**src/rtl/ser_adc_emu_pkg.sv**
```systemverilog
package ser_adc_emu_pkg;
  typedef enum logic [1:0] {
    ST_IDLE   = 2'd0,
    ST_ACTIVE = 2'd1,
    ST_PDOWN  = 2'd2
  } emu_state_e;
endpackage

```
**src/rtl/ser_adc_edge.sv**
```systemverilog
module ser_adc_edge #(
  parameter int unsigned W = 2,
  parameter logic [W-1:0] RST_VAL = '1
) (
  input  logic         clk_i,
  input  logic         rst_ni,
  input  logic [W-1:0] sig_i,
  output logic [W-1:0] rise_o,
  output logic [W-1:0] fall_o
);
  logic [W-1:0] prev_q;

  for (genvar i = 0; i < W; i++) begin : g_bit
    always_ff @(posedge clk_i or negedge rst_ni) begin
      if (!rst_ni) prev_q[i] <= RST_VAL[i];
      else         prev_q[i] <= sig_i[i];
    end
    assign rise_o[i] = sig_i[i] & ~prev_q[i];
    assign fall_o[i] = ~sig_i[i] & prev_q[i];
  end
endmodule

```
**src/rtl/ser_adc_shift.sv**
```systemverilog
module ser_adc_shift #(
  parameter int unsigned DATA_W = 12,
  parameter int unsigned LEAD_W = 4,
  localparam int unsigned FW = LEAD_W + DATA_W
) (
  input  logic              clk_i,
  input  logic              rst_ni,
  input  logic              load_i,
  input  logic              blank_i,
  input  logic              shift_i,
  input  logic [DATA_W-1:0] data_i,
  output logic              sdo_o
);
  logic [FW-1:0] sreg_q;

  always_ff @(posedge clk_i or negedge rst_ni) begin
    if (!rst_ni)      sreg_q <= '0;
    else if (load_i)  sreg_q <= blank_i ? '0 : {{LEAD_W{1'b0}}, data_i};
    else if (shift_i) sreg_q <= {sreg_q[FW-2:0], 1'b0};
  end

  assign sdo_o = sreg_q[FW-1];

  // leading zero present right after a load
  a_r2_lead_zero: assert property (@(posedge clk_i) disable iff (!rst_ni)
    $past(load_i) |-> !sdo_o);
endmodule

```
**src/rtl/ser_adc_ctrl.sv**
```systemverilog
module ser_adc_ctrl
  import ser_adc_emu_pkg::*;
#(
  parameter int unsigned FRAME_BITS = 16,
  parameter int unsigned HOLD_EDGES = 13,
  localparam int unsigned CNT_W = $clog2(FRAME_BITS + 1)
) (
  input  logic clk_i,
  input  logic rst_ni,
  input  logic cs_fall_i,
  input  logic cs_rise_i,
  input  logic sck_fall_i,
  input  logic sck_rise_i,
  input  logic pd_req_i,
  output logic load_o,
  output logic blank_o,
  output logic shift_o,
  output logic oe_o,
  output logic valid_o,
  output logic track_o,
  output logic pd_o,
  output logic done_o,
  output logic abort_o
);
  localparam logic [CNT_W-1:0] HOLD_C = CNT_W'(HOLD_EDGES);
  localparam logic [CNT_W-1:0] LAST_C = CNT_W'(FRAME_BITS);

  emu_state_e       state_q;
  logic [CNT_W-1:0] cnt_q;
  logic [CNT_W-1:0] cnt_nxt;
  logic             rel_q;
  logic             inv_q;
  logic             active;

  assign active  = (state_q == ST_ACTIVE);
  assign cnt_nxt = cnt_q + 1'b1;
  assign load_o  = !active && cs_fall_i;
  assign blank_o = (state_q == ST_PDOWN);
  assign shift_o = active && !cs_rise_i && sck_fall_i;
  assign pd_o    = (state_q == ST_PDOWN);
  assign valid_o = oe_o && !inv_q;

  always_ff @(posedge clk_i or negedge rst_ni) begin
    if (!rst_ni) begin
      state_q <= ST_IDLE;
      cnt_q   <= '0;
      rel_q   <= 1'b0;
      inv_q   <= 1'b0;
      oe_o    <= 1'b0;
      track_o <= 1'b1;
      done_o  <= 1'b0;
      abort_o <= 1'b0;
    end else begin
      done_o  <= 1'b0;
      abort_o <= 1'b0;
      if (active) begin
        if (cs_rise_i) begin          // abort wins over a coincident shift
          state_q <= ST_IDLE;
          oe_o    <= 1'b0;
          track_o <= 1'b1;
          inv_q   <= 1'b0;
          abort_o <= 1'b1;
        end else if (sck_fall_i) begin
          cnt_q <= cnt_nxt;
          if (cnt_nxt == HOLD_C) rel_q <= 1'b1;
          if (cnt_nxt == LAST_C) begin
            state_q <= pd_req_i ? ST_PDOWN : ST_IDLE;
            oe_o    <= 1'b0;
            inv_q   <= 1'b0;
            done_o  <= 1'b1;
          end
        end else if (sck_rise_i && rel_q) begin
          track_o <= 1'b1;
        end
      end else if (cs_fall_i) begin
        state_q <= ST_ACTIVE;
        cnt_q   <= '0;
        rel_q   <= 1'b0;
        oe_o    <= 1'b1;
        track_o <= 1'b0;
        inv_q   <= (state_q == ST_PDOWN);
      end
    end
  end

  a_r1_oe_from_cs_fall: assert property (@(posedge clk_i) disable iff (!rst_ni)
    $rose(oe_o) |-> $past(cs_fall_i));
  a_r4_track_on_rise: assert property (@(posedge clk_i) disable iff (!rst_ni)
    $rose(track_o) |-> $past(sck_rise_i || cs_rise_i));
  a_r5_done_on_fall: assert property (@(posedge clk_i) disable iff (!rst_ni)
    done_o |-> ($past(sck_fall_i) && !$past(cs_rise_i) && !oe_o));
  a_r6_abort_on_rise: assert property (@(posedge clk_i) disable iff (!rst_ni)
    abort_o |-> ($past(cs_rise_i) && !oe_o && track_o));
  a_r8_pd_at_end: assert property (@(posedge clk_i) disable iff (!rst_ni)
    $rose(pd_o) |-> done_o);
  a_r11_pulses_excl: assert property (@(posedge clk_i) disable iff (!rst_ni)
    $onehot0({done_o, abort_o}));
endmodule

```
**src/rtl/ser_adc_emu.sv**
```systemverilog
module ser_adc_emu #(
  parameter int unsigned DATA_W     = 12,
  parameter int unsigned LEAD_W     = 4,
  parameter int unsigned HOLD_EDGES = 13
) (
  input  logic              clk_i,
  input  logic              rst_ni,
  input  logic              cs_ni,
  input  logic              sclk_i,
  input  logic              pd_req_i,
  input  logic [DATA_W-1:0] sample_i,
  output logic              sdo_o,
  output logic              sdo_oe_o,
  output logic              data_valid_o,
  output logic              track_o,
  output logic              pd_o,
  output logic              frame_done_o,
  output logic              abort_o
);
  localparam int unsigned FRAME_BITS = LEAD_W + DATA_W;

  logic [1:0] rise, fall;
  logic       load, blank, shift;

  ser_adc_edge #(.W(2), .RST_VAL(2'b11)) u_edge (
    .clk_i  (clk_i),
    .rst_ni (rst_ni),
    .sig_i  ({cs_ni, sclk_i}),
    .rise_o (rise),
    .fall_o (fall)
  );

  ser_adc_ctrl #(.FRAME_BITS(FRAME_BITS), .HOLD_EDGES(HOLD_EDGES)) u_ctrl (
    .clk_i      (clk_i),
    .rst_ni     (rst_ni),
    .cs_fall_i  (fall[1]),
    .cs_rise_i  (rise[1]),
    .sck_fall_i (fall[0]),
    .sck_rise_i (rise[0]),
    .pd_req_i   (pd_req_i),
    .load_o     (load),
    .blank_o    (blank),
    .shift_o    (shift),
    .oe_o       (sdo_oe_o),
    .valid_o    (data_valid_o),
    .track_o    (track_o),
    .pd_o       (pd_o),
    .done_o     (frame_done_o),
    .abort_o    (abort_o)
  );

  ser_adc_shift #(.DATA_W(DATA_W), .LEAD_W(LEAD_W)) u_shift (
    .clk_i   (clk_i),
    .rst_ni  (rst_ni),
    .load_i  (load),
    .blank_i (blank),
    .shift_i (shift),
    .data_i  (sample_i),
    .sdo_o   (sdo_o)
  );
endmodule

```
**config.mk**
```make
export PLATFORM = sky130hd
export DESIGN_NAME = ser_adc_emu
export DESIGN_NICKNAME = d
export VERILOG_FILES = /design/src/rtl/ser_adc_emu_pkg.sv /design/src/rtl/ser_adc_edge.sv /design/src/rtl/ser_adc_shift.sv /design/src/rtl/ser_adc_ctrl.sv /design/src/rtl/ser_adc_emu.sv
export SDC_FILE = /design/constraint.sdc
export NUM_CORES = 1
export LEC_CHECK = 0
export CAP_MARGIN = 20
export CORE_MARGIN = 4
export CORE_UTILIZATION = 55
export CTS_BUF_LIST = sky130_fd_sc_hd__clkbuf_2 sky130_fd_sc_hd__clkbuf_4 sky130_fd_sc_hd__clkbuf_8
export CTS_CLUSTER_DIAMETER = 30
export DETAILED_ROUTE_END_ITERATION = 7
export GPL_TIMING_DRIVEN = 1
export PLACE_DENSITY_LB_ADDON = 0.25
export SYNTH_ARGS = -nofsm -noshare
export SYNTH_HDL_FRONTEND = slang
export SYNTH_SLANG_ARGS = --single-unit
```
**constraint.sdc**
```tcl
create_clock -name clk_i -period 1.95 [get_ports clk_i]
set_input_delay 0.2925 -clock clk_i [delete_from_list [all_inputs] [get_ports clk_i]]
set_output_delay 0.2925 -clock clk_i [all_outputs]
set_load 0.05 [all_outputs]
```
==> results.sh, run 1 <==
export IMPL_worstPathRequired_ns=1.66
export IMPL_path_class="reg -> out"
export IMPL_track_usage=0.190
export IMPL_status="finished, final reports clean"
export IMPL_cp_slowest_stage_delay_ns=0.80
export IMPL_fin_tns_setup_ns=0
export IMPL_max_cap_viol_count=0
export IMPL_finalCritPeriodShare=0.909
export IMPL_path_max_fanout=2
export IMPL_hold_ws_ns=0.348
export IMPL_ir_worst_vdd_uv=579
export IMPL_insertion_delay_ns=0.32
export IMPL_critPathBufInv=1
export IMPL_syn_area_per_cell_um2=9.28
export IMPL_place_congestion=0.805
export IMPL_crit_slowest_cell="clkdlybuf4s50_1"
export IMPL_dp_hpwl_um=2300
export IMPL_place_inst=211
export IMPL_grt_pass1_vias=1164
export IMPL_synth_edf_count=0
export IMPL_path_cells="clkdlybuf4s50_1"
export IMPL_fin_total_pwr_mw=1.45
export IMPL_clock_fmax_ghz=0.564
export IMPL_synth_distinct_cells=35
export IMPL_critPathArrivalTime_ns=1.48
export IMPL_reg2reg_from="u_edge.prev_q[1]$_DFF_PN1_"
export IMPL_drive_gt1_frac=0.132
export IMPL_dr_pass1_iters=4
export IMPL_worstSetupStartpointType="flop"
export IMPL_setup_slack_ns=0.177
export IMPL_maxSlewViolCount=0
export IMPL_relSlewSlack=0.672
export IMPL_yosys_register_bits=30
export IMPL_synth_flop_cell="dfrtp_1"
export IMPL_drc_errors=0
export IMPL_skew_ns=0.0113
export IMPL_grt_ovfl_total=0
export IMPL_nFillCells=202
export IMPL_antenna_found_initial=0
export IMPL_period_minus_slack_ns=1.77
export IMPL_clock_path_buffers=2
export IMPL_area_delta_synth_final_pct=22.7
export IMPL_cts_buffers=5
export IMPL_routed_wl_um=3090
export IMPL_drtIter0Drc=76
export IMPL_syn_nets=179
export IMPL_rsz0062_at_grt="false"
export IMPL_htreeDepth=2
export IMPL_num_antenna_cells=0
export IMPL_power_density_nw_per_um2=799
export IMPL_multi_input_area_um2=669
export IMPL_hp_class="in -> async"
export IMPL_yosysWarnings=0
export IMPL_syn_inst=159
export IMPL_avgRoutedWirePerCell_um=14.1
export IMPL_final_common_cell="dfrtp_1"
export IMPL_final_cell_count_no_fill=219
export IMPL_ff_latch_area_um2=754
export IMPL_mostFrequentLayoutCells="dfrtp_1 (27), nor2_1 (21), clkdlybuf4s50_1 (19), nand2_1 (17), o21ai_0 (16)"
export IMPL_grt_pass1_wl_um=5020
export IMPL_setup_viol=0
export IMPL_vias=1243
export IMPL_ant_nets=0
export IMPL_initial_core_util=0.585
export IMPL_fp_row_count=18
export IMPL_die_w_um=59.8
export IMPL_clock_sinks=30
export IMPL_viasPerCell=5.68
export IMPL_core_um2=2520
export IMPL_design_portCount=24
export IMPL_root_buffer="clkbuf_4"
export IMPL_clk_pin_slew_ns=0.09
export IMPL_post_cts_buffers=0
export IMPL_pre_cts_slack_ns=0.0763
export IMPL_die_h_um=59.8
export IMPL_grt_max_degree=31
export IMPL_cp_top_family="buffers and inverters"
export IMPL_nNetsFinal=208
export IMPL_ys_seq_area_frac=0.511
export IMPL_tritoncts="yes"
export IMPL_end_kind="output port"
export IMPL_p_leak_nw=0.796
export IMPL_die_area_um2=3570
export IMPL_netlist_area_um2=1480
export IMPL_cp_startpoint="u_shift.sreg_q[15]$_DFFE_PN0P_"
export IMPL_async_reset_ff_frac=1.00
export IMPL_io_buffers=23
export IMPL_worst_pin_slew_ns=0.491
export IMPL_hold_viol=0
-- report_power, final --
part	leakage (nW)	switching (mW)	internal (mW)
Clock	0.0387	0.203	0.188
Combinational	0.379	0.161	0.123
Sequential	0.378	0.0602	0.711
-- layout make-up --
cell class,instances,share of cell area
Sequential cell,30,0.417
Multi-Input combinational cell,118,0.370
Timing Repair Buffer,30,0.151
Clock buffer,7,0.0325
Tap cell,30,0.0207
Inverter,3,0.00622
Clock inverter,1,0.00276
-- stage by stage --
step                      utilization  area [um^2]
after detailed placement        0.693         1750
final                           0.718         1810
after global routing            0.718         1810
after floorplan                     -         1480
after global placement          0.693         1750
after CTS                       0.718         1810
-- routing by layer --
layer  routed length [um]  global-route usage  vias to the layer above
met5                    0                   0                        -
met4                   79              0.0854                        0
met3                  186              0.0670                       10
met2                 1430               0.302                       37
met1                 1390               0.230                      589
li1                     -                   -                      607
-- final timing paths --
check / to / depth (start not counted) / slack (ns)
min in group clk_i: u_edge.prev_q[1]$_DFF_PN1_ / 1 / 0.47
max reg2reg: u_ctrl.inv_q$_DFFE_PN0P_ / 4 / 0.29
max: sdo_o / 1 / 0.18
min: u_ctrl.cnt_q[4]$_DFFE_PN0P_ / 2 / 0.35
min reg2reg: u_ctrl.rel_q$_DFFE_PN0P_ / 1 / 0.53
max in group asynchronous: u_ctrl.track_o$_DFFE_PN1P_ / 2 / 1.28
-- cell families (layout without fill, tap and decap cells) --
kind of cell	Yosys count	after routing	synth area share
AO/OA/AOI/OAI	41	41	0.157
flip-flops	30	30	0.511
buffers and inverters	11	41	0.0365
XOR/XNOR	3	3	0.0178
adder cells (fa/ha/maj)	3	3	0.0254
multiplexers	4	4	0.0271
AND/OR/NAND/NOR	67	67	0.225
-- sequential cells by signal (all words and copies together) (netlist names) --
register / flops
u_ctrl.done_o: 1
u_ctrl.rel_q: 1
u_shift.sreg_q: 16
u_ctrl.cnt_q: 5
u_ctrl.state_q: 2
u_ctrl.inv_q: 1
u_edge.prev_q: 2
u_ctrl.abort_o: 1
u_ctrl.track_o: 1
-- synth_stat cells, drive strengths merged, types with 4 or more instances --
master	number	area [um^2]
a21oi	14	70.1
nand3	9	45.0
buf	6	35.0
mux2i	4	40.0
dfrtp	27	676
nand2	18	70.1
nor2	21	78.8
nor2b	6	37.5
o21ai	18	90.1
-- repair_timing --
action | 4_1_cts | 5_1_grt
hold buffers | 0 | 0
resized for setup | 1 | 0
endpoints found under the setup margin | 1 | 0
Power figures use the tool's default switching activity.
==> run 2: changes to the inputs <==
--- a/config.mk
+++ b/config.mk
@@ -7,7 +7,7 @@
 export LEC_CHECK = 0
 export CAP_MARGIN = 20
 export CORE_MARGIN = 4
-export CORE_UTILIZATION = 55
+export CORE_UTILIZATION = 49
 export CTS_BUF_LIST = sky130_fd_sc_hd__clkbuf_2 sky130_fd_sc_hd__clkbuf_4 sky130_fd_sc_hd__clkbuf_8
 export CTS_CLUSTER_DIAMETER = 30
 export DETAILED_ROUTE_END_ITERATION = 7
@@ -16,3 +16,4 @@
 export SYNTH_ARGS = -nofsm -noshare
 export SYNTH_HDL_FRONTEND = slang
 export SYNTH_SLANG_ARGS = --single-unit
+export TNS_END_PERCENT = 50
==> constraint.sdc (replaced) <==
create_clock -name clk_i -period 1.6 [get_ports clk_i]
set_input_delay 0.24 -clock clk_i [delete_from_list [all_inputs] [get_ports clk_i]]
set_output_delay 0.24 -clock clk_i [all_outputs]
set_load 0.05 [all_outputs]
==> results.sh, run 2 (synthesis gave the netlist of run 1 again) <==
export IMPL_drtIter0Drc=143
export IMPL_reg_top3="u_shift.sreg_q (16), u_ctrl.cnt_q (5)"
export IMPL_clock_path_buffers=2
export IMPL_clk_pin_slew_ns=0.11
export IMPL_ff2ff_path_depth=5
export IMPL_max_cap_viol_count=0
export IMPL_grt_ovfl_total=0
export IMPL_maxSlewViolCount=0
export IMPL_final_common_cell="dfrtp_1"
export IMPL_nNetsFinal=219
export IMPL_ant_nets=0
export IMPL_reg2reg_from="u_ctrl.state_q[1]$_DFFE_PN0P_"
export IMPL_finalCritPeriodShare=0.940
export IMPL_track_usage=0.182
export IMPL_avgRoutedWirePerCell_um=14.3
export IMPL_viasPerCell=5.48
export IMPL_worstPathRequired_ns=1.83
export IMPL_htreeDepth=2
export IMPL_path_max_fanout=7
export IMPL_rr_endpoint="u_shift.sreg_q[1]$_DFFE_PN0P_"
export IMPL_period_minus_slack_ns=1.50
export IMPL_mostFrequentLayoutCells="dfrtp_1 (26), nor2_1 (21), buf_4 (19)"
export IMPL_antenna_found_initial=0
export IMPL_drive_gt1_frac=0.220
export IMPL_dp_hpwl_um=2420
export IMPL_fin_tns_setup_ns=0
export IMPL_p_leak_nw=0.877
export IMPL_die_w_um=62.9
export IMPL_hp_class="in -> async"
export IMPL_drc_errors=0
export IMPL_p_comb_frac=0.233
export IMPL_grt_max_degree=31
export IMPL_root_buffer="clkbuf_4"
export IMPL_critPathArrivalTime_ns=1.74
export IMPL_fp_row_count=19
export IMPL_cts_buffers=5
export IMPL_largest_register="u_shift.sreg_q"
export IMPL_fin_util=0.704
export IMPL_tritoncts="yes"
export IMPL_p_sw_frac=0.306
export IMPL_place_congestion=0.809
export IMPL_vias=1266
export IMPL_clockPowerShare=0.264
export IMPL_initial_core_util=0.526
export IMPL_ff2ff_setup_slack_ns=0.1
export IMPL_clock_sinks=30
export IMPL_postCtsHoldBufs=0
export IMPL_worstSetupStartpointType="flop"
export IMPL_die_h_um=62.9
export IMPL_rsz0062_at_grt="false"
export IMPL_power_density_nw_per_um2=942
export IMPL_largest_reg_flops=16
export IMPL_setup_viol=0
export IMPL_status="finished, final reports clean"
export IMPL_hold_ws_ns=0.275
export IMPL_insertion_delay_ns=0.34
export IMPL_die_area_um2=3950
export IMPL_end_kind="flop"
export IMPL_hold_viol=0
export IMPL_worst_pin_slew_ns=0.375
export IMPL_dr_pass1_iters=4
export IMPL_ir_worst_vdd_uv=702
export IMPL_grt_pass1_wl_um=5640
export IMPL_routed_wl_um=3310
export IMPL_switching_power_mw=0.570
export IMPL_nFillCells=225
export IMPL_clock_fmax_ghz=0.665
export IMPL_internal_power_mw=1.29
export IMPL_grt_pass1_vias=1212
export IMPL_io_buffers=23
export IMPL_relSlewSlack=0.750
export IMPL_num_antenna_cells=0
export IMPL_core_um2=2810
export IMPL_skew_ns=0.0189
export IMPL_area_delta_synth_final_pct=33.8
export IMPL_design_portCount=24
export IMPL_path_class="reg -> reg"
export IMPL_power_frac_seq=0.503
## run 2: power by group through the flow
| stage | clock network, mW | registers (mW) | logic [mW] |
|---|---|---|---|
| 3_3_place_gp | 0 | 0.942 | 0.414 |
| 3_5_place_dp | 0 | 0.946 | 0.435 |
| 5_1_grt | 0.542 | 0.948 | 0.478 |
| 2_1_floorplan | 0 | 0.963 | 0.200 |
| 4_1_cts | 0.497 | 0.934 | 0.434 |
| 6_report | 0.491 | 0.935 | 0.433 |
## run 2: routing by layer
| layer | vias up | wire [um] | share of wire | global-route usage |
|---|---|---|---|---|
| met4 | 0 | 45 | 0.014 | 0.0716 |
| li1 | 629 | - | - | - |
| met3 | 5 | 131 | 0.040 | 0.0612 |
| met1 | 605 | 1520 | 0.46 | 0.242 |
| met2 | 27 | 1610 | 0.49 | 0.273 |
| met5 | - | 0 | 0 | 0 |
## run 2: worst max-delay path: stages (launching register included)
cell      delay, ns
dfrtp_1        0.46
and4bb_4       0.37
nand2_2        0.11
buf_4          0.19
o21ai_0        0.17
a21oi_1        0.10
## run 2: worst max path at each step
stage	from	end	slack [ns]	cells after the start
finish	u_ctrl.state_q[1]$_DFFE_PN0P_	u_shift.sreg_q[1]$_DFFE_PN0P_	0.1	5
global route	u_edge.prev_q[1]$_DFF_PN1_	u_shift.sreg_q[2]$_DFFE_PN0P_	0.02	6
CTS	u_edge.prev_q[1]$_DFF_PN1_	u_shift.sreg_q[5]$_DFFE_PN0P_	0.07	5
detailed placement	sclk_i	u_shift.sreg_q[1]$_DFFE_PN0P_	-0.12	6
global placement	sclk_i	u_shift.sreg_q[10]$_DFFE_PN0P_	-0.05	6
floorplan	u_ctrl.state_q[0]$_DFFE_PN0P_	u_shift.sreg_q[0]$_DFFE_PN0P_	0.11	4
## run 2: what timing repair did
action,CTS,global route
resized for setup,0,2
setup buffers,0,0
setup endpoints to repair,0,10
## run 2: per-stage QoR
| step | total power [mW] | std cells | cell area (um^2) | worst slack [ns] |
|---|---|---|---|---|
| final | 1.86 | 231 | 1970 | 0.0952 |
| after global routing | 1.97 | 231 | 1970 | 0.0190 |
| after CTS | 1.86 | 231 | 1970 | 0.0674 |
| after detailed placement | 1.38 | 223 | 1910 | -0.117 |
| after global placement | 1.36 | 223 | 1910 | -0.0489 |
| after floorplan | 1.16 | 159 | 1490 | 0.111 |
## run 2: final cells by class
class,count,area (um^2),area share
clock buffer,6,51.3,0.0260
clock inverter,2,12.5,0.00634
inverter,3,11.3,0.00570
multi-input combinational,118,682,0.345
sequential,30,756,0.383
tap,31,38.8,0.0196
timing repair buffer,41,423,0.214
